File: src/rtl/irqsu_pkg.sv
package irqsu_pkg;
  localparam int WORD_W = 16;
  localparam int NUM_EVT = 4;

  localparam int INT_DONE_LSB = 4;
  localparam int INT_MASTER = 15;
  localparam int ST_ERR_LSB = 10;
  localparam int CFG1_POL_BIT = 6;
  localparam int CFG1_RDY_BIT = 7;

  localparam logic [WORD_W-1:0] CFG1_RST = 16'h40C0;
  localparam logic [WORD_W-1:0] CFG2_RST = 16'h0000;
  localparam logic [WORD_W-1:0] INT_COLD = 16'h8080;
  localparam logic [WORD_W-1:0] INT_WARM = 16'h8010;
  localparam logic [WORD_W-1:0] CFG1_RDMASK = 16'hFFE0;
  localparam logic [WORD_W-1:0] ST_ERR_MASK = 16'h3C00;

  typedef enum logic [1:0] {
    SEL_CFG1 = 2'd0,
    SEL_CFG2 = 2'd1,
    SEL_INT  = 2'd2,
    SEL_STAT = 2'd3
  } reg_sel_e;
endpackage

File: src/rtl/irqsu_cfg_regs.sv
module irqsu_cfg_regs
  import irqsu_pkg::*;
#(
  parameter int W = WORD_W
) (
  input  logic         clk,
  input  logic         rst,
  input  logic         warm_rst,
  input  logic         wr_en,
  input  logic [1:0]   wr_sel,
  input  logic [W-1:0] wr_data,
  output logic [W-1:0] cfg1_q,
  output logic [W-1:0] cfg2_q,
  output logic         rdy_q
);
  always_ff @(posedge clk) begin
    if (rst || warm_rst) begin
      cfg1_q <= CFG1_RST;
      cfg2_q <= CFG2_RST;
      rdy_q  <= 1'b1;
    end else if (wr_en) begin
      if (wr_sel == SEL_CFG1) begin
        cfg1_q <= wr_data;
        rdy_q  <= wr_data[CFG1_RDY_BIT];
      end
      if (wr_sel == SEL_CFG2) cfg2_q <= wr_data;
    end
  end
endmodule

File: src/rtl/irqsu_event_regs.sv
module irqsu_event_regs
  import irqsu_pkg::*;
#(
  parameter int W = WORD_W,
  parameter int N = NUM_EVT
) (
  input  logic         clk,
  input  logic         rst,
  input  logic         warm_rst,
  input  logic         int_wr,
  input  logic [W-1:0] wr_data,
  input  logic [N-1:0] done_i,
  input  logic [N-1:0] err_i,
  input  logic         cmd_bad,
  output logic [W-1:0] int_q,
  output logic [W-1:0] stat_q
);
  logic [W-1:0] int_set, st_set, int_nx, stat_nx;
  logic         any_evt;

  assign any_evt = (|done_i) | (|err_i) | cmd_bad;

  always_comb begin
    int_set = '0;
    st_set  = '0;
    for (int k = 0; k < N; k++) begin
      int_set[INT_DONE_LSB+k] = done_i[k];
      st_set[ST_ERR_LSB+k]    = err_i[k];
    end
    st_set[ST_ERR_LSB]  = st_set[ST_ERR_LSB] | cmd_bad;
    int_set[INT_MASTER] = any_evt;
    int_nx = (int_wr ? (int_q & wr_data) : int_q) | int_set;
    if (int_wr && !int_nx[INT_MASTER])
      stat_nx = (stat_q & ~ST_ERR_MASK) | st_set;
    else
      stat_nx = stat_q | st_set;
  end

  always_ff @(posedge clk) begin
    if (rst) begin
      int_q  <= INT_COLD;
      stat_q <= '0;
    end else if (warm_rst) begin
      int_q  <= INT_WARM;
      stat_q <= '0;
    end else begin
      int_q  <= int_nx;
      stat_q <= stat_nx;
    end
  end
endmodule

File: src/rtl/irqsu_rd_mux.sv
module irqsu_rd_mux
  import irqsu_pkg::*;
#(
  parameter int W = WORD_W
) (
  input  logic         clk,
  input  logic         rst,
  input  logic [1:0]   rd_sel,
  input  logic [W-1:0] cfg1_q,
  input  logic [W-1:0] cfg2_q,
  input  logic [W-1:0] int_q,
  input  logic [W-1:0] stat_q,
  output logic [W-1:0] rd_data
);
  logic [W-1:0] rd_nx;

  always_comb begin
    unique case (rd_sel)
      SEL_CFG1: rd_nx = cfg1_q & CFG1_RDMASK;
      SEL_CFG2: rd_nx = cfg2_q;
      SEL_INT:  rd_nx = int_q;
      default:  rd_nx = stat_q;
    endcase
  end

  always_ff @(posedge clk) begin
    if (rst) rd_data <= '0;
    else     rd_data <= rd_nx;
  end
endmodule

File: src/rtl/irq_status_unit.sv
module irq_status_unit
  import irqsu_pkg::*;
#(
  parameter int W = WORD_W,
  parameter int N = NUM_EVT
) (
  input  logic         clk,
  input  logic         rst,
  input  logic         warm_rst,
  input  logic         wr_en,
  input  logic [1:0]   wr_sel,
  input  logic [W-1:0] wr_data,
  input  logic [1:0]   rd_sel,
  output logic [W-1:0] rd_data,
  input  logic [N-1:0] done_i,
  input  logic [N-1:0] err_i,
  input  logic         cmd_wr,
  input  logic         cmd_known,
  output logic         cmd_accept,
  output logic         irq,
  output logic         rdy
);
  logic [W-1:0] cfg1_q, cfg2_q, int_q, stat_q;
  logic         int_wr, cmd_bad;

  assign cmd_accept = cmd_wr & ~int_q[INT_MASTER];
  assign cmd_bad    = cmd_accept & ~cmd_known;
  assign int_wr     = wr_en && (wr_sel == SEL_INT);
  assign irq        = int_q[INT_MASTER] ^ ~cfg1_q[CFG1_POL_BIT];

  irqsu_cfg_regs #(.W(W)) u_cfg (
    .clk(clk), .rst(rst), .warm_rst(warm_rst), .wr_en(wr_en),
    .wr_sel(wr_sel), .wr_data(wr_data),
    .cfg1_q(cfg1_q), .cfg2_q(cfg2_q), .rdy_q(rdy)
  );

  irqsu_event_regs #(.W(W), .N(N)) u_evt (
    .clk(clk), .rst(rst), .warm_rst(warm_rst), .int_wr(int_wr),
    .wr_data(wr_data), .done_i(done_i), .err_i(err_i), .cmd_bad(cmd_bad),
    .int_q(int_q), .stat_q(stat_q)
  );

  irqsu_rd_mux #(.W(W)) u_rd (
    .clk(clk), .rst(rst), .rd_sel(rd_sel),
    .cfg1_q(cfg1_q), .cfg2_q(cfg2_q), .int_q(int_q), .stat_q(stat_q),
    .rd_data(rd_data)
  );
endmodule

File: config.mk
export PLATFORM = sky130hd
export DESIGN_NAME = irq_status_unit
export DESIGN_NICKNAME = d
export VERILOG_FILES = /design/src/rtl/irqsu_pkg.sv /design/src/rtl/irqsu_cfg_regs.sv /design/src/rtl/irqsu_event_regs.sv /design/src/rtl/irqsu_rd_mux.sv /design/src/rtl/irq_status_unit.sv
export SDC_FILE = /design/constraint.sdc
export NUM_CORES = 1
export LEC_CHECK = 0
export ABC_AREA = 1
export BUFFER_PORTS_ARGS = -buffer_cell sky130_fd_sc_hd__buf_2
export CORE_MARGIN = 8
export CORE_UTILIZATION = 35
export DETAILED_ROUTE_END_ITERATION = 7
export GPL_ROUTABILITY_DRIVEN = 0
export GPL_TIMING_DRIVEN = 0
export MAX_ROUTING_LAYER = met4
export SLEW_MARGIN = 20
export SYNTH_ARGS = -nofsm -noshare
export SYNTH_HDL_FRONTEND = slang
export SYNTH_SLANG_ARGS = --single-unit
export TNS_END_PERCENT = 5
File: constraint.sdc
create_clock -name clk -period 1.1 [get_ports clk]
set_input_delay 0.055 -clock clk [delete_from_list [all_inputs] [get_ports clk]]
set_output_delay 0.055 -clock clk [all_outputs]
set_load 0.01 [all_outputs]
==> results.ini <==
[cts]
htreeDepth = 3
cts.sinks = 63
clock_path_buffers = 2
cts_tree = done
clk_pin_slew_ps = 70
clkLatencyLatePin_ps = 350
numCtsBuffers = 9
cts-root-buf = clkbuf_8

[sta]
hold_ws_ps = 8.56
finalHoldViolCount = 0
fin_crit_ps = 1040
fin_skew_ps = 6.99
slew_violations = 0
worstMarginPinSlew_ps = 371
rsz0062_at_grt = true
setup_viol = 0
finalCritPeriodShare_pct = 94.7
fmax_mhz = 960
relSlewSlack_pct = 75.3

[setup_path]
end_kind = flop
arrival_ps = 1270
worstPathMaxFanout = 10
worst-setup-path-type = input port to flop
cp.required_ps = 1330
cp-start-kind = input port

[die]
start_util_pct = 35.6
rows = 31
die_h_um = 101
dieWidth_um = 101
die_area_sq_um = 10300
io_pins = 53
core_region_area_sq_um = 7180

[synth]
synthFlopType = dfxtp_1
synth_warnings = 0
async_reset_ff_share_pct = 0
ys_seq_area_share_pct = 49.4
yosys_register_bits = 63
synth_nets = 350
ys_types = 28
synth_area_leaders = dfxtp_1, nand2_1, inv_1, nor2_1, o21ai_2
syn_area_sq_um = 2550
yosysTopAreaCell = dfxtp_1
synth_top_area_share_pct = 49.4
synth-edff-count = 0
syn_area_per_cell_sq_um = 8.08
netlist_instances = 316

[final_layout]
drive_gt1_share_pct = 30.0
layout_common_cells = dfxtp_1, buf_2, nand2_1
n_fill_cell = 727
insertedDiodeCount = 0
final_common_cell = dfxtp_1
syn2layout_area_growth_pct = 31.9
register_area_sq_um = 1260
nets = 429
multi_input_area_sq_um = 992

[power_and_ir_drop]
pwr-share-comb_pct = 9.4
p_sw_mw = 1.22
swShare_pct = 23.0
power_density_nw_per_um2 = 1580
fin_total_pwr_mw = 5.32
pwr-share-clk_pct = 46.5
p_leak_nw = 1.47
vdd_ir_drop_max_mv = 0.972
p_seq_share_pct = 44.1
internal-power_mw = 4.10

[detailed_routing]
top_layer = met4
firstDrtPassIters = 4
wl_met3_um = 303
wl_per_cell_um = 14.4
first_iter_violations = 109
vias_per_cell = 4.62
wl_met1_um = 3340
wirelength_um = 7190
wl_met2_um = 3410
vias = 2307
route.detailed.drc = 0
ant_nets = 0

[grt]
grt_pass1_wl_um = 11800
grt_max_degree = 12
antenna_found_initial = 0
track_usage_pct = 15.6
grt_overflow = 0
grt_pass1_vias = 2389

[worst_hold_path]
min_path_type = input port to flop

[place]
dpl.hpwl_um = 4990
port-buffer-count = 51

[status]
outcome = completed

[flow_run]
drv_cap = 0

==> through the flow <==
stage	setup WS, ps	cell area (sq um)	cells	utilization, %	TNS (ps)
detailed placement	-37.1	2930	466	40.9	-106
finish	58.5	3370	499	46.9	0
global placement	-31.2	2930	466	40.9	-67.1
CTS	5.06	3340	498	46.5	0
floorplan	117	2550	316	-	0
global route	-35.0	3370	499	46.9	-104
==> power by group through the flow <==
stage	clock (mW)	combinational (mW)	sequential (mW)
after CTS	2.50	0.488	2.35
after detailed placement	0	0.441	2.40
after global routing	2.62	0.554	2.35
final	2.47	0.499	2.35
after floorplan	0	0.250	2.40
after global placement	0	0.438	2.40
==> sequential cells by signal (all words and copies together), names as in the netlist <==
register and flops:
u_evt.int_q 16, u_cfg.cfg1_q 11, u_cfg.cfg2_q 16, u_rd.rd_data 16, u_evt.stat_q 4
==> Yosys cell counts, types with 5 or more instances <==
master / instances
a21oi_1: 17
a21oi_2: 9
buf_2: 6
buf_6: 5
dfxtp_1: 63
inv_1: 39
inv_2: 6
nand2_1: 55
nand3_1: 9
nor2_1: 38
o211ai_1: 8
o21ai_0: 15
o21ai_1: 15
o21ai_2: 10
==> routing by layer <==
metal  track usage (%)  vias up
li1                  -     1177
met1              18.4     1070
met2              24.5       46
met3              4.47       14
met4              5.96        0
met5                 -        -
==> kinds of logic after synthesis <==
logic type | after synthesis | share of synthesized area (%)
and+or+nand+nor | 114 | 18.9
AOI/OAI and AO/OA | 78 | 19.5
DFF | 63 | 49.4
buffers and inverters | 60 | 11.9
xor gates and xnor gates | 1 | 0.343
==> area by class of cell <==
class / instances / area share (%)
clock inverters: 6 / 3.20
clock buffers: 10 / 4.09
repair buffers: 68 / 12.9
plain buffers: 14 / 3.90
flip-flops and latches: 63 / 37.5
well taps: 99 / 3.68
multi-input cells: 193 / 29.5
inverters: 46 / 5.20
==> path summary, 6_finish.rpt <==
kind / from / slack, ps / cells after the start / end
max: warm_rst / 60 / 6 / u_evt.int_q[12]$_SDFFE_PP0N_
min: wr_data[9] / 9 / 3 / u_cfg.cfg1_q[9]$_SDFFE_PP0P_
max reg2reg: u_evt.int_q[15]$_SDFF_PP1_ / 80 / 5 / u_evt.stat_q[10]$_SDFF_PP0_
min reg2reg: u_cfg.cfg2_q[4]$_SDFFE_PP0P_ / 450 / 2 / u_cfg.cfg2_q[4]$_SDFFE_PP0P_
==> repair_timing <==
item / in CTS / in global routing
setup endpoints to repair: 5 / 29
resized for setup: 1 / 3
pin swaps: 0 / 0
setup buffers: 0 / 1
hold endpoints to repair: 17 / 0
hold buffers: 16 / 0
==> worst max-delay path, cell delays in order <==
cell	delay, ps
dlygate4sd3_1	520
buf_2	160
nor2_4	50
inv_2	150
clkbuf_4	270
nor2_1	70
Note: power is estimated with default switching activity, not from simulation.
